### src/rtl/psm_pkg.sv
package psm_pkg;

    localparam int PPM_SCALE = 1000000;
    localparam int PPM_W     = 20;
    localparam int PASS_W    = 16;
    localparam int ERR_W     = 16;

    typedef enum logic [2:0] {
        ST_IDLE,
        ST_RUN,
        ST_LOAD,
        ST_DIV,
        ST_DONE
    } psm_state_e;

    function automatic logic [ERR_W-1:0] sat_inc(input logic [ERR_W-1:0] v);
        return (v == '1) ? v : v + 1'b1;
    endfunction

endpackage

### src/rtl/psm_sel_table.sv
module psm_sel_table #(
    parameter int NSEL   = 16,
    parameter int ADDR_W = 16,
    parameter int IDX_W  = 4,
    parameter int CNT_W  = 5
) (
    input  logic              clk,
    input  logic              rst,
    input  logic              wr,
    input  logic [IDX_W-1:0]  wr_idx,
    input  logic [ADDR_W-1:0] wr_addr,
    input  logic              wr_keep,
    input  logic [ADDR_W-1:0] look_addr,
    output logic              hit,
    output logic [IDX_W-1:0]  hit_idx,
    output logic [NSEL-1:0]   valid_vec,
    output logic [CNT_W-1:0]  count
);
    logic [ADDR_W-1:0] slot_addr [NSEL];
    logic [NSEL-1:0]   slot_vld;
    logic [NSEL-1:0]   match;

    always_ff @(posedge clk) begin
        if (rst) begin
            slot_vld <= '0;
            for (int i = 0; i < NSEL; i++) slot_addr[i] <= '0;
        end else if (wr && (int'(wr_idx) < NSEL)) begin
            slot_vld[wr_idx]  <= wr_keep;
            slot_addr[wr_idx] <= wr_addr;
        end
    end

    for (genvar g = 0; g < NSEL; g++) begin : g_cmp
        assign match[g] = slot_vld[g] && (slot_addr[g] == look_addr);
    end

    always_comb begin
        hit     = 1'b0;
        hit_idx = '0;
        for (int i = NSEL - 1; i >= 0; i--) begin
            if (match[i]) begin
                hit     = 1'b1;
                hit_idx = IDX_W'(i);
            end
        end
    end

    always_comb begin
        count = '0;
        for (int i = 0; i < NSEL; i++) count = count + CNT_W'(slot_vld[i]);
    end

    assign valid_vec = slot_vld;
endmodule

### src/rtl/psm_cell_track.sv
module psm_cell_track #(
    parameter int NSEL  = 16,
    parameter int IDX_W = 4,
    parameter int CNT_W = 5
) (
    input  logic             clk,
    input  logic             rst,
    input  logic             clr,
    input  logic             upd,
    input  logic             ref_pass,
    input  logic [IDX_W-1:0] idx,
    input  logic             bit_in,
    input  logic [NSEL-1:0]  valid_vec,
    output logic [CNT_W-1:0] unstable_now
);
    logic [NSEL-1:0] ref_q;
    logic [NSEL-1:0] flag_q;

    always_ff @(posedge clk) begin
        if (rst) begin
            ref_q  <= '0;
            flag_q <= '0;
        end else if (clr) begin
            flag_q <= '0;
        end else if (upd) begin
            if (ref_pass)
                ref_q[idx] <= bit_in;
            else if (bit_in != ref_q[idx])
                flag_q[idx] <= 1'b1;
        end
    end

    always_comb begin
        unstable_now = '0;
        for (int i = 0; i < NSEL; i++)
            unstable_now = unstable_now + CNT_W'(flag_q[i] & valid_vec[i]);
    end
endmodule

### src/rtl/psm_ppm_div.sv
module psm_ppm_div #(
    parameter int NUM_W = 25,
    parameter int DEN_W = 5,
    parameter int Q_W   = 20
) (
    input  logic             clk,
    input  logic             rst,
    input  logic             load,
    input  logic [NUM_W-1:0] num,
    input  logic [DEN_W-1:0] den,
    output logic             busy,
    output logic [Q_W-1:0]   quo
);
    localparam int STEP_W = $clog2(NUM_W + 1);

    logic [NUM_W-1:0]  sh_q;
    logic [DEN_W-1:0]  rem_q;
    logic [DEN_W-1:0]  den_q;
    logic [STEP_W-1:0] left_q;
    logic [DEN_W:0]    trial;
    logic              take;

    assign trial = {rem_q, sh_q[NUM_W-1]};
    assign take  = trial >= {1'b0, den_q};

    always_ff @(posedge clk) begin
        if (rst) begin
            sh_q   <= '0;
            rem_q  <= '0;
            den_q  <= '0;
            left_q <= '0;
            quo    <= '0;
        end else if (load) begin
            sh_q   <= num;
            rem_q  <= '0;
            den_q  <= den;
            quo    <= '0;
            left_q <= (den == '0) ? '0 : STEP_W'(NUM_W);
        end else if (left_q != '0) begin
            sh_q   <= sh_q << 1;
            rem_q  <= take ? DEN_W'(trial - {1'b0, den_q}) : DEN_W'(trial);
            quo    <= {quo[Q_W-2:0], take};
            left_q <= left_q - 1'b1;
        end
    end

    assign busy = (left_q != '0);
endmodule

### src/rtl/psm_stability_eval.sv
module psm_stability_eval
    import psm_pkg::*;
#(
    parameter int NSEL   = 16,
    parameter int ADDR_W = 16,
    parameter int IDX_W  = (NSEL > 1) ? $clog2(NSEL) : 1,
    parameter int CNT_W  = $clog2(NSEL + 1)
) (
    input  logic              clk,
    input  logic              rst,
    input  logic              sel_wr,
    input  logic [IDX_W-1:0]  sel_idx,
    input  logic [ADDR_W-1:0] sel_addr,
    input  logic              sel_keep,
    input  logic              start,
    input  logic [15:0]       pass_count,
    input  logic              rd_valid,
    input  logic [ADDR_W-1:0] rd_addr,
    input  logic              rd_bit,
    input  logic              rd_last,
    output logic              done,
    output logic [CNT_W-1:0]  sel_count,
    output logic [CNT_W-1:0]  unstable_count,
    output logic [15:0]       err_count,
    output logic [19:0]       ppm
);
    localparam int NUM_W = CNT_W + PPM_W;

    psm_state_e        state_q;
    logic [PASS_W-1:0] target_q;
    logic [PASS_W-1:0] pass_q;
    logic [ERR_W-1:0]  err_q;
    logic [CNT_W-1:0]  unst_q;
    logic [PPM_W-1:0]  ppm_q;

    logic              hit;
    logic [IDX_W-1:0]  hit_idx;
    logic [NSEL-1:0]   valid_vec;
    logic [CNT_W-1:0]  unstable_now;
    logic              beat;
    logic              div_busy;
    logic [PPM_W-1:0]  div_quo;
    logic [NUM_W-1:0]  div_num;

    assign beat    = (state_q == ST_RUN) && rd_valid && !start;
    assign div_num = NUM_W'(unstable_now) * NUM_W'(PPM_SCALE);

    psm_sel_table #(.NSEL(NSEL), .ADDR_W(ADDR_W), .IDX_W(IDX_W), .CNT_W(CNT_W)) u_table (
        .clk(clk), .rst(rst), .wr(sel_wr), .wr_idx(sel_idx), .wr_addr(sel_addr),
        .wr_keep(sel_keep), .look_addr(rd_addr), .hit(hit), .hit_idx(hit_idx),
        .valid_vec(valid_vec), .count(sel_count)
    );

    psm_cell_track #(.NSEL(NSEL), .IDX_W(IDX_W), .CNT_W(CNT_W)) u_track (
        .clk(clk), .rst(rst), .clr(start), .upd(beat && hit),
        .ref_pass(pass_q == '0), .idx(hit_idx), .bit_in(rd_bit),
        .valid_vec(valid_vec), .unstable_now(unstable_now)
    );

    psm_ppm_div #(.NUM_W(NUM_W), .DEN_W(CNT_W), .Q_W(PPM_W)) u_div (
        .clk(clk), .rst(rst), .load(state_q == ST_LOAD && !start),
        .num(div_num), .den(sel_count), .busy(div_busy), .quo(div_quo)
    );

    always_ff @(posedge clk) begin
        if (rst) begin
            state_q  <= ST_IDLE;
            target_q <= PASS_W'(1);
            pass_q   <= '0;
            err_q    <= '0;
            unst_q   <= '0;
            ppm_q    <= '0;
        end else if (start) begin
            state_q  <= ST_RUN;
            target_q <= (pass_count == '0) ? PASS_W'(1) : pass_count;
            pass_q   <= '0;
            err_q    <= '0;
            unst_q   <= '0;
            ppm_q    <= '0;
        end else begin
            case (state_q)
                ST_RUN: begin
                    if (beat) begin
                        if (!hit) err_q <= sat_inc(err_q);
                        if (rd_last) begin
                            if (pass_q + 1'b1 == target_q) state_q <= ST_LOAD;
                            else                           pass_q  <= pass_q + 1'b1;
                        end
                    end
                end
                ST_LOAD: begin
                    unst_q  <= unstable_now;
                    state_q <= ST_DIV;
                end
                ST_DIV: begin
                    if (!div_busy) begin
                        ppm_q   <= div_quo;
                        state_q <= ST_DONE;
                    end
                end
                default: ;
            endcase
        end
    end

    assign done           = (state_q == ST_DONE);
    assign unstable_count = unst_q;
    assign err_count      = err_q;
    assign ppm            = ppm_q;
endmodule

### config.mk
export PLATFORM = sky130hd
export DESIGN_NAME = psm_stability_eval
export DESIGN_NICKNAME = d
export VERILOG_FILES = /design/src/rtl/psm_pkg.sv /design/src/rtl/psm_sel_table.sv /design/src/rtl/psm_cell_track.sv /design/src/rtl/psm_ppm_div.sv /design/src/rtl/psm_stability_eval.sv
export SDC_FILE = /design/constraint.sdc
export NUM_CORES = 1
export LEC_CHECK = 0
export ABC_AREA = 0
export CORE_MARGIN = 4
export CORE_UTILIZATION = 34
export DETAILED_ROUTE_END_ITERATION = 10
export PLACE_DENSITY = 0.5
export SYNTH_ARGS = -nofsm -noshare
export SYNTH_HDL_FRONTEND = slang
export SYNTH_SLANG_ARGS = --single-unit
### constraint.sdc
create_clock -name clk -period 7.8 [get_ports clk]
set_input_delay 2.34 -clock clk [delete_from_list [all_inputs] [get_ports clk]]
set_output_delay 2.34 -clock clk [all_outputs]
set_load 0.02 [all_outputs]
## Yosys cells after proc, flatten, opt, wreduce, memory -nomap -nowiden

Memory sizes are Yosys's and may differ from the RTL's.
Cells that the tools add are included.

| storage, ports and cells | value |
|---|---|
| register bits | 178 |
| output and inout bits | 47 |
| RAM bits | 256 |
| memories kept | 1 |
| logic and storage cells | 211 |

Memories:

| memory | words | width | rd ports | clocked after memory_dff | write ports | line | RTL |
|---|---|---|---|---|---|---|---|
| u_table.slot_addr | 16 | 16 | 16 | 0 | 16 | psm_sel_table.sv:19 | `logic [ADDR_W-1:0] slot_addr [NSEL];` |

| cells by class | value |
|---|---|
| multiplexer cells | 61 |
| multiply operators | 1 |
| eq/ne operators | 31 |
| bitwise logic cells | 23 |
| add/subtract/negate cells | 34 |
| magnitude comparators | 5 |
| reductions and logical operators | 40 |

Operator list:

| operator | number |
|---|---|
| $eq 16x16->1 | 17 |
| $add 5x5->5 | 15 |
| $add 5x1->5 | 14 |
| $mux 4 | 17 |
| $mux 25 | 2 |
| $add 16x1->16 const B | 2 |
| $bwmux 16 | 2 |
| $logic_not 16->1 | 2 |
| $mux 16 | 2 |
| $mux 1 | 26 |
| $logic_and 1x1->1 | 22 |
| $mux 5 | 4 |
| $mul 5x14->19 const B | 1 |
| $and 1x1->1 | 16 |
| $eq 16x16->1 const B | 1 |
| $or 16x16->16 | 1 |
| $reduce_or 16->1 | 1 |
| $mux 3 | 4 |
| $lt 4x5->1 const B | 2 |
| $reduce_and 5->1 | 2 |
| $ne 3x3->1 const B | 3 |
| $pmux 3 s3 | 1 |
| $demux 1 s4 | 2 |
| $ge 4x1->1 const B | 2 |
| other kinds (23) | 34 |

## Depth between registers and ports, before layout

Gate-level depths: netlist of the first run.
An unclocked memory read counts as a cell.

| depth | value |
|---|---|
| depth after elaboration | 24 |
| depth in mapped cells | 28 |
| gate-level depth less buffers | 28 |

## Cells and area by module

A second synthesis of the first run with hierarchy kept.

| second synthesis, totals | value |
|---|---|
| cell total of the unflattened synthesis | 2201 |
| area, all modules | 23048.4 sq um |

By module, submodules not included:

| module | times used | cells an instance | area an instance (sq um) | seq. area each (sq um) |
|---|---|---|---|---|
| psm_sel_table | 1 | 1109 | 13965.9 | 8007.7 |
| psm_stability_eval | 1 | 534 | 4480.5 | 1521.5 |
| psm_ppm_div | 1 | 357 | 2720.1 | 1201.2 |
| psm_cell_track | 1 | 201 | 1881.8 | 640.6 |

## Least setup slack after synthesis of the first run

OpenSTA, ideal clock, no wires.

| path | value |
|---|---|
| kind | register to register |
| from | reg u_table.slot_vld[12] (netlist: u_table.valid_vec[12]) |
| to | reg u_div.sh_q[24] |
| path buffers | 0 |
| setup slack | 1.240 ns |
| period minus slack after synthesis | 6.560 ns |
| required time | 7.709 ns |
| setup time | 0.091 ns |
| stages on the path, launching flop included | 25 |
| data arrival time | 6.469 ns |
| cells stage by stage | dfxtp_1 > and2_1 > fa_1 > inv_1 > fa_1 > fa_1 > fa_1 > inv_1 > ha_1 > fa_1 > xor2_1 > ha_1 > inv_1 > fa_1 > fa_1 > inv_1 > ha_1 > a21oi_1 > o21bai_1 > a21oi_1 > o21bai_1 > a21oi_1 > xnor2_1 > nor2_1 > a311oi_1 |

| between the ends | value |
|---|---|
| cells in the longest elaborated chain, start to end | 7 |

RTL lines:

| what | line | RTL |
|---|---|---|
| start, declared | psm_sel_table.sv:20 | `logic [NSEL-1:0] slot_vld;` |
| start signal, assigned by index | psm_sel_table.sv:28 | `slot_vld[wr_idx] <= wr_keep;` |
| $and 1x1->1 | psm_cell_track.sv:36 | `unstable_now = unstable_now + CNT_W'(flag_q[i] & valid_vec[i]);` |
| $add 5x5->5 (4 in a row) | psm_cell_track.sv:36 |  |
| $mul 5x14->19 | psm_stability_eval.sv:46 | `assign div_num = NUM_W'(unstable_now) * NUM_W'(PPM_SCALE);` |
| $mux 25 | psm_ppm_div.sv:33 | `end else if (load) begin` |
| end signal, assigned | psm_ppm_div.sv:34 | `sh_q <= num;` |
| end signal, assigned | psm_ppm_div.sv:40 | `sh_q <= sh_q << 1;` |
| end, declared | psm_ppm_div.sv:16 | `logic [NUM_W-1:0] sh_q;` |

No other way between the ends.
A chain may end at the register's enable or synchronous reset.

## Worst setup path in the final report of the first run

| path | value |
|---|---|
| from | reg u_table.slot_vld[8] (netlist: u_table.valid_vec[8]) |
| to | out sel_count[2] |

| between the ends | value |
|---|---|
| cells in the longest elaborated chain, start to end | 8 |

RTL lines:

| what | line | RTL |
|---|---|---|
| $add 5x1->5 (8 in a row) | psm_sel_table.sv:50 | `for (int i = 0; i < NSEL; i++) count = count + CNT_W'(slot_vld[i]);` |
| end, declared | psm_stability_eval.sv:22 | `output logic [CNT_W-1:0] sel_count,` |

No other way between the ends.

==> results of run 1 <==
-- area by class of cell --
cell class,instances,share of cell area
inverters,77,0.0106
clock inverters,24,0.00925
multi-input cells,1685,0.416
flip-flops and latches,434,0.412
well taps,882,0.0404
clock buffers,72,0.0537
repair buffers,176,0.0582
-- path summary, 6_finish.rpt --
check                           cells after the start                           to
worst max-delay path                               11                 sel_count[2]
worst min-delay path                                2          ppm[9]$_SDFFE_PP0P_
worst max register to register                     25  u_div.sh_q[24]$_SDFFE_PP0P_
worst min register to register                      2          ppm[9]$_SDFFE_PP0P_
-- routing by layer --
metal  vias up  track usage  wire (µm)
li1       8272            -          -
met1      8642        0.268      33100
met2       460        0.341      35700
met3       100       0.0216       3330
met4         0       0.0546       1990
met5         -            0          0
-- worst register-to-register path, stage by stage, from the launching register on --
cell	delay, ns
dfxtp_1	0.51
nand2_1	0.16
fa_1	0.51
fa_1	0.52
fa_1	0.47
fa_1	0.51
inv_1	0.06
ha_1	0.27
a21o_1	0.10
a21oi_1	0.07
xnor2_1	0.71
inv_1	0.20
fa_1	0.59
inv_1	0.07
fa_1	0.50
inv_1	0.04
ha_1	0.28
ha_1	0.34
inv_1	0.07
o21bai_1	0.06
a21oi_1	0.23
o21bai_1	0.09
a21oi_1	0.17
xnor2_1	0.13
nor2_1	0.05
a311oi_1	0.24
-- state kept, by name, indices dropped and copies added (netlist names) --
name               flops
u_table.slot_addr    256
state_q                3
u_div.quo             20
unstable_count         5
target_q              16
ppm                   20
u_track.flag_q        16
u_div.den_q            5
err_count             16
u_div.rem_q            5
u_track.ref_q         16
pass_q                16
u_table.valid_vec     16
u_div.sh_q            19
u_div.left_q           5
-- power by group through the flow --
stage | clock network [mW] | registers [mW] | logic, mW
floorplan | 0 | 2.63 | 0.459
global placement | 0 | 2.65 | 0.689
detailed placement | 0 | 2.65 | 0.696
CTS | 2.51 | 2.60 | 0.699
global route | 2.60 | 2.62 | 0.761
finish | 2.45 | 2.60 | 0.696
-- synthesized netlist by cell type (7+ instances only) --
master      n
a31o_2      9
a211oi_1    9
or4_1      24
mux2i_1    39
nor4_1     69
buf_1       8
nor4b_1     7
nor2b_1    15
buf_2      20
nand2_1   250
inv_1      77
clkbuf_1   83
and2_1    265
nor3b_1     9
and4_1      7
nand4_1    48
edfxtp_1  256
o31ai_1    10
nand4b_1   13
or2_2      13
a311oi_1   19
nand3_1    49
ha_1       47
nor2_1    142
a21oi_1    81
nand2b_1   19
dfxtp_1   178
xnor2_1   164
a21o_1     13
fa_1       27
or3_1      14
xor2_1    163
o21ai_0    34
a32o_1      8
and3_1     19
nor3_1     39
-- stage by stage --
step | util | total power [mW] | worst slack, ns | instance area, µm²
after global routing | 0.399 | 5.98 | 0.0533 | 27300
final | 0.399 | 5.76 | 0.250 | 27300
after global placement | 0.374 | 3.34 | 0.755 | 25600
after CTS | 0.399 | 5.81 | 0.169 | 27300
after detailed placement | 0.374 | 3.35 | 0.741 | 25600
after floorplan | - | 3.09 | 1.24 | 23500
-- cells by family after synthesis --
logic type | synth area share
AOI/OAI and AO/OA | 0.0641
muxes | 0.0166
and+or+nand+nor | 0.232
adders and majority gates | 0.0481
xor gates and xnor gates | 0.123
DFF | 0.480
buffers and inverters | 0.0360
==> summary.md, run 1 <==
| Metric | Value |
|---|---|
| Most common flop cell mapped by yosys | `edfxtp_1` |
| Routability cong. | `0.902` |
| Syn nets | `2453` |
| Final setup vio count | `0` |
| Starting DRT DRC Count | `1421` |
| WP buf/inv | `4` |
| # rows | `96` |
| Via count | `between 15000 and 20000` |
| Final Hold Vio Count | `0` |
| Syn Std Cell Area | `23500 µm²` |
| Unrepaired setup endpoints after global routing | `no` |
| Power Density | `211 nW/µm²` |
| Clk sinks | `434` |
| Share of total power in combinational logic | `0.121` |
| Worst-skew pair later-pin latency | `~0.61 ns` |
| Antenna viol nets, final | `0` |
| Sw frac | `0.263` |
| Die ar. | `73300 µm²` |
| EDFF count, synth | `256` |
| Syn avg cell area | `10.1 µm²` |
| Area delta synth->final | `16.5%` |
| Fraction of registers with async set/reset | `0` |
| Initial antenna violation count | `3` |
| Global-route wire length before repair | `approximately 110 mm` |
| Clock skew | `0.0329 ns` |
| Psw | `about 1.5 mW` |
| Drt wl/cell | `22.1 µm` |
| Critical path class | `flip-flop to output port` |
| Congestion Overflow GR | `0` |
| Startpoint types | `flip-flop` |
| Max-Cap Viols | `0` |
| Htree depth | `2` |
| Post-Syn Instances | `2319` |
| Remaining DRCs | `0` |
| CP max FO | `3` |
| Most frequent cells in the layout | `and2_1, edfxtp_1, nand2_1` |
| Critical Path Sink Type | `output port` |
| Maximum clock frequency | `132 MHz` |
| # IOs | `about 110` |
| Total iterations of the first detailed-routing run | `7` |
| Yosys Warn Count | `0` |
| CP Launch Point | `u_table.valid_vec[8]$_SDFFE_PP0P_` |
| Flop-to-flop setup slack | `0.75 ns` |
| Sequential Area | `about 11000 µm²` |
| Largest net degree at the start of global routing | `60` |
| Most common cell after layout, fill and taps aside | `and2_1` |
| Worst EP required | `about 5.5 ns` |
| Final HPWL DP | `51.1 mm` |
| Area leader, netlist | `edfxtp_1` |
| Via density per instance | `~5.2` |
| Clock network power share | `0.426` |
| CTS tree | `yes` |
| Post-cts sizing count | `0` |
| Cts hold-fix bufs | `0` |
| Internal power | `4.24 mW` |
| Peak VDD IR | `0.169 mV` |
| Final net count | `around 2600` |
| # diodes | `0` |
| Vert. Die Dim | `271 µm` |
| CTS buffer count | `51` |
| Sequential-to-total area share from yosys stat | `0.480` |
| Fillcell total | `6669` |
| Slew @ Worst Pin | `1.29 ns` |
| Rel. slew slack | `0.136` |
| Post-Route WL | `roughly 74 mm` |
| Final non-filler cell total | `3350` |
| HP Class | `flip-flop to flip-flop` |
| Crit path DAT | `5.21 ns` |
| Vias in the first global route | `~17000` |
| CP Cell Sequence | `inv_1 -> fa_1 -> fa_1 -> fa_1 -> fa_1 -> inv_1 -> fa_1 -> fa_1 -> xnor2_1 -> inv_1 -> clkdlybuf4s50_1` |
| Setup TNS | `0 ns` |
| Slew Limit Fails | `0` |
| Core Box Area | `68500 µm²` |
| Origin of the worst min-delay path | `ppm[9]$_SDFFE_PP0P_` |
| Layout cells sized above 1 | `0.0750` |
| Critical path's slowest cell | `fa_1` |
| Clock Path Buffers | `3` |
| Tmin final | `about 7.5 ns` |
| Tot GR Track Use | `0.199` |
| Crit-path leading delay family | `adder cells` |
| Area of the multi-input gates | `roughly 11000 µm²` |
| Seq pwr share | `0.453` |
| WHS | `0.454 ns` |
| Max incr delay on CP | `approximately 0.63 ns` |
| Post-CTS setup buffer count | `0` |
| Die width | `271 µm` |
| Status | `completed` |
| Netlist cell types | `66` |
| IO Port Bufs | `106` |
| FF+latch count, synth | `434` |
| R2R Path Start | `u_table.valid_vec[6]$_SDFFE_PP0P_` |
| Fin crit share | `0.968` |
| Leak | `9.77 nW` |
| Post-synth top area share | `0.328` |
| Root Buffer | `clkbuf_16` |
| Inst Count DP | `3254` |
| Synth area leaders | `edfxtp_1, dfxtp_1, and2_1, xnor2_1, xor2_1` |
| Initial Util | `0.343` |
| Top cell by count, worst path | `fa_1` |
| Clk pin slew, worst setup/hold paths | `0.06 ns` |
No activity file was read; power rests on OpenSTA's default activity.
==> inputs of run 2 (changes only) <==
CTS_CLUSTER_SIZE = 28   (was default)
==> results of run 2 <==
Final layout, timing and power as in run 1 (identical DEF).
==> inputs of run 3 (changes only) <==
CORE_UTILIZATION = 61   (was 34)
PLACE_DENSITY = 0.8   (was 0.5)
==> run 3 against run 2 <==
Against the previous run: wire length decreased by 11%; die area shrank 43%; critical path depth stayed put.
==> summary.md, run 3 (synthesized netlist as in run 1, its figures left out) <==
| Metric | Value |
|---|---|
| Post-cts sizing count | `0 (unchanged)` |
| Area delta synth->final | `13.4% (was 16.5%)` |
| Final setup vio count | `0 (unchanged)` |
| Slew @ Worst Pin | `1.41 ns (was 1.29 ns)` |
| CP max FO | `3 (unchanged)` |
| Critical path class | `flip-flop to output port (unchanged)` |
| Root Buffer | `clkbuf_16 (unchanged)` |
| Seq pwr share | `0.465 (was 0.453)` |
| IO Port Bufs | `106 (unchanged)` |
| Initial Util | `0.621 (was 0.343)` |
| Startpoint types | `flip-flop (unchanged)` |
| Setup ws final | `0.370 ns (was 0.250 ns)` |
| Antenna viol nets, final | `0 (unchanged)` |
| Congestion Overflow GR | `0 (unchanged)` |
| Fillcell total | `2812 (was 6669)` |
| Via density per instance | `6.14 (was 5.22)` |
| Power Density | `211 nW/µm² (about the same)` |
| Worst-skew pair later-pin latency | `0.60 ns (was 0.61 ns)` |
| Worst EP required | `5.46 ns (about the same)` |
| Cts hold-fix bufs | `0 (unchanged)` |
| Psw | `1.45 mW (was 1.51 mW)` |
| Critical Path Sink Type | `output port (unchanged)` |
| Clk sinks | `434 (unchanged)` |
| Remaining DRCs | `0 (unchanged)` |
| Crit path DAT | `5.09 ns (was 5.21 ns)` |
| Initial antenna violation count | `3 (unchanged)` |
| Post-Route WL | `65.9 mm (was 74.1 mm)` |
| Sw frac | `0.259 (was 0.263)` |
| Tot GR Track Use | `0.313 (was 0.199)` |
| Setup TNS | `0 ns (unchanged)` |
| Routability cong. | `0.985 (was 0.902)` |
| CTS buffer count | `48 (was 51)` |
| Share of total power in combinational logic | `0.121 (about the same)` |
| Via count | `18100 (was 17500)` |
| Die width | `204 µm (was 271 µm)` |
| CTS tree | `yes (unchanged)` |
| Clock Path Buffers | `3 (unchanged)` |
| Clock skew | `0.0332 ns (was 0.0329 ns)` |
| Tmin final | `7.43 ns (was 7.55 ns)` |
| Vert. Die Dim | `204 µm (was 271 µm)` |
| Unrepaired setup endpoints after global routing | `no (unchanged)` |
| Worst slack, placed | `0.682 ns (was 0.741 ns)` |
| Most common cell after layout, fill and taps aside | `and2_1 (unchanged)` |
| Die ar. | `41700 µm² (was 73300 µm²)` |
| Max-Cap Viols | `0 (unchanged)` |
| Post-CTS setup buffer count | `0 (unchanged)` |
| Rel. slew slack | `0.0541 (was 0.136)` |
| Final net count | `2532 (was 2559)` |
| HP Class | `flip-flop to flip-flop (unchanged)` |
| Fin crit share | `0.953 (was 0.968)` |
| Global-route wire length before repair | `100 mm (was 112 mm)` |
| Maximum clock frequency | `135 MHz (was 132 MHz)` |
| Slew Limit Fails | `0 (unchanged)` |
| Status | `completed (unchanged)` |
| Final HPWL DP | `44.1 mm (was 51.1 mm)` |
| # IOs | `107 (unchanged)` |
| Clk pin slew, worst setup/hold paths | `0.06 ns (about the same)` |
| Vias in the first global route | `17500 (was 17300)` |
| # rows | `71 (was 96)` |
| Largest net degree at the start of global routing | `60 (unchanged)` |
| Most frequent cells in the layout | `and2_1, edfxtp_1, nand2_1 (unchanged)` |
| Core Box Area | `37800 µm² (was 68500 µm²)` |
| Largest Register | `u_table.slot_addr (unchanged)` |
| Clock network power share | `0.414 (was 0.426)` |
| Layout cells sized above 1 | `0.0653 (was 0.0750)` |
| Drt wl/cell | `22.4 µm (was 22.1 µm)` |
| Peak VDD IR | `0.201 mV (was 0.169 mV)` |
| Util after Layout | `0.704 (was 0.399)` |
| Leak | `9.59 nW (was 9.77 nW)` |
| Largest register FFs | `256 (unchanged)` |
| Starting DRT DRC Count | `2075 (was 1421)` |
| Total iterations of the first detailed-routing run | `6 (was 7)` |
| Internal power | `4.15 mW (was 4.24 mW)` |
| Final Hold Vio Count | `0 (unchanged)` |
| Htree depth | `2 (unchanged)` |
## run 3: final cells by class
class                           instances  area, µm²  share of cell area
Clock inverter                         25        265             0.00997
Tap cell                              511        639              0.0240
Timing Repair Buffer                  152       1410              0.0532
Clock buffer                           63       1350              0.0508
Inverter                               77        289              0.0109
Antenna cell                            1       2.50           0.0000941
Sequential cell                       434      11300               0.423
Multi-Input combinational cell       1685      11400               0.428
## run 3: layer usage
| layer | vias up | track usage | share of wire |
|---|---|---|---|
| li1 | 8202 | - | - |
| met1 | 8698 | 0.398 | 0.37 |
| met2 | 961 | 0.522 | 0.47 |
| met3 | 233 | 0.0665 | 0.10 |
| met4 | 0 | 0.130 | 0.055 |
| met5 | - | 0 | 0 |
## run 3: power groups by stage
stage	combinational, mW	sequential [mW]	clock (mW)
finish	0.678	2.61	2.32
detailed placement	0.661	2.65	0
floorplan	0.459	2.63	0
global placement	0.642	2.65	0
CTS	0.667	2.60	2.33
global route	0.729	2.61	2.44
## run 3: critical path, cell delays in order (launching register included)
cell	delay [ns]
dfxtp_1	0.49
inv_1	0.17
fa_1	0.61
fa_1	0.45
fa_1	0.51
fa_1	0.50
inv_1	0.05
fa_1	0.40
fa_1	0.41
xnor2_1	0.26
inv_1	0.09
clkdlybuf4s50_1	0.54
## run 3: worst paths after layout
check / from / endpoint / slack (ns) / cells after the start
hold reg to reg: ppm[5]$_SDFFE_PP0P_ / ppm[5]$_SDFFE_PP0P_ / 0.46 / 2
setup / recovery: u_table.valid_vec[8]$_SDFFE_PP0P_ / sel_count[2] / 0.37 / 11
hold / removal: ppm[5]$_SDFFE_PP0P_ / ppm[5]$_SDFFE_PP0P_ / 0.46 / 2
setup reg to reg: u_table.valid_vec[7]$_SDFFE_PP0P_ / u_div.sh_q[24]$_SDFFE_PP0P_ / 0.57 / 25
## run 3: stage by stage
stage,instance area (µm²),instances,hold WS [ns],power [mW]
detailed placement,25000,2859,0.445,3.31
CTS,26600,2947,0.457,5.60
finish,26600,2948,0.457,5.60
global route,26600,2948,0.478,5.79
global placement,25000,2859,0.439,3.29
floorplan,23500,2319,0.417,3.09
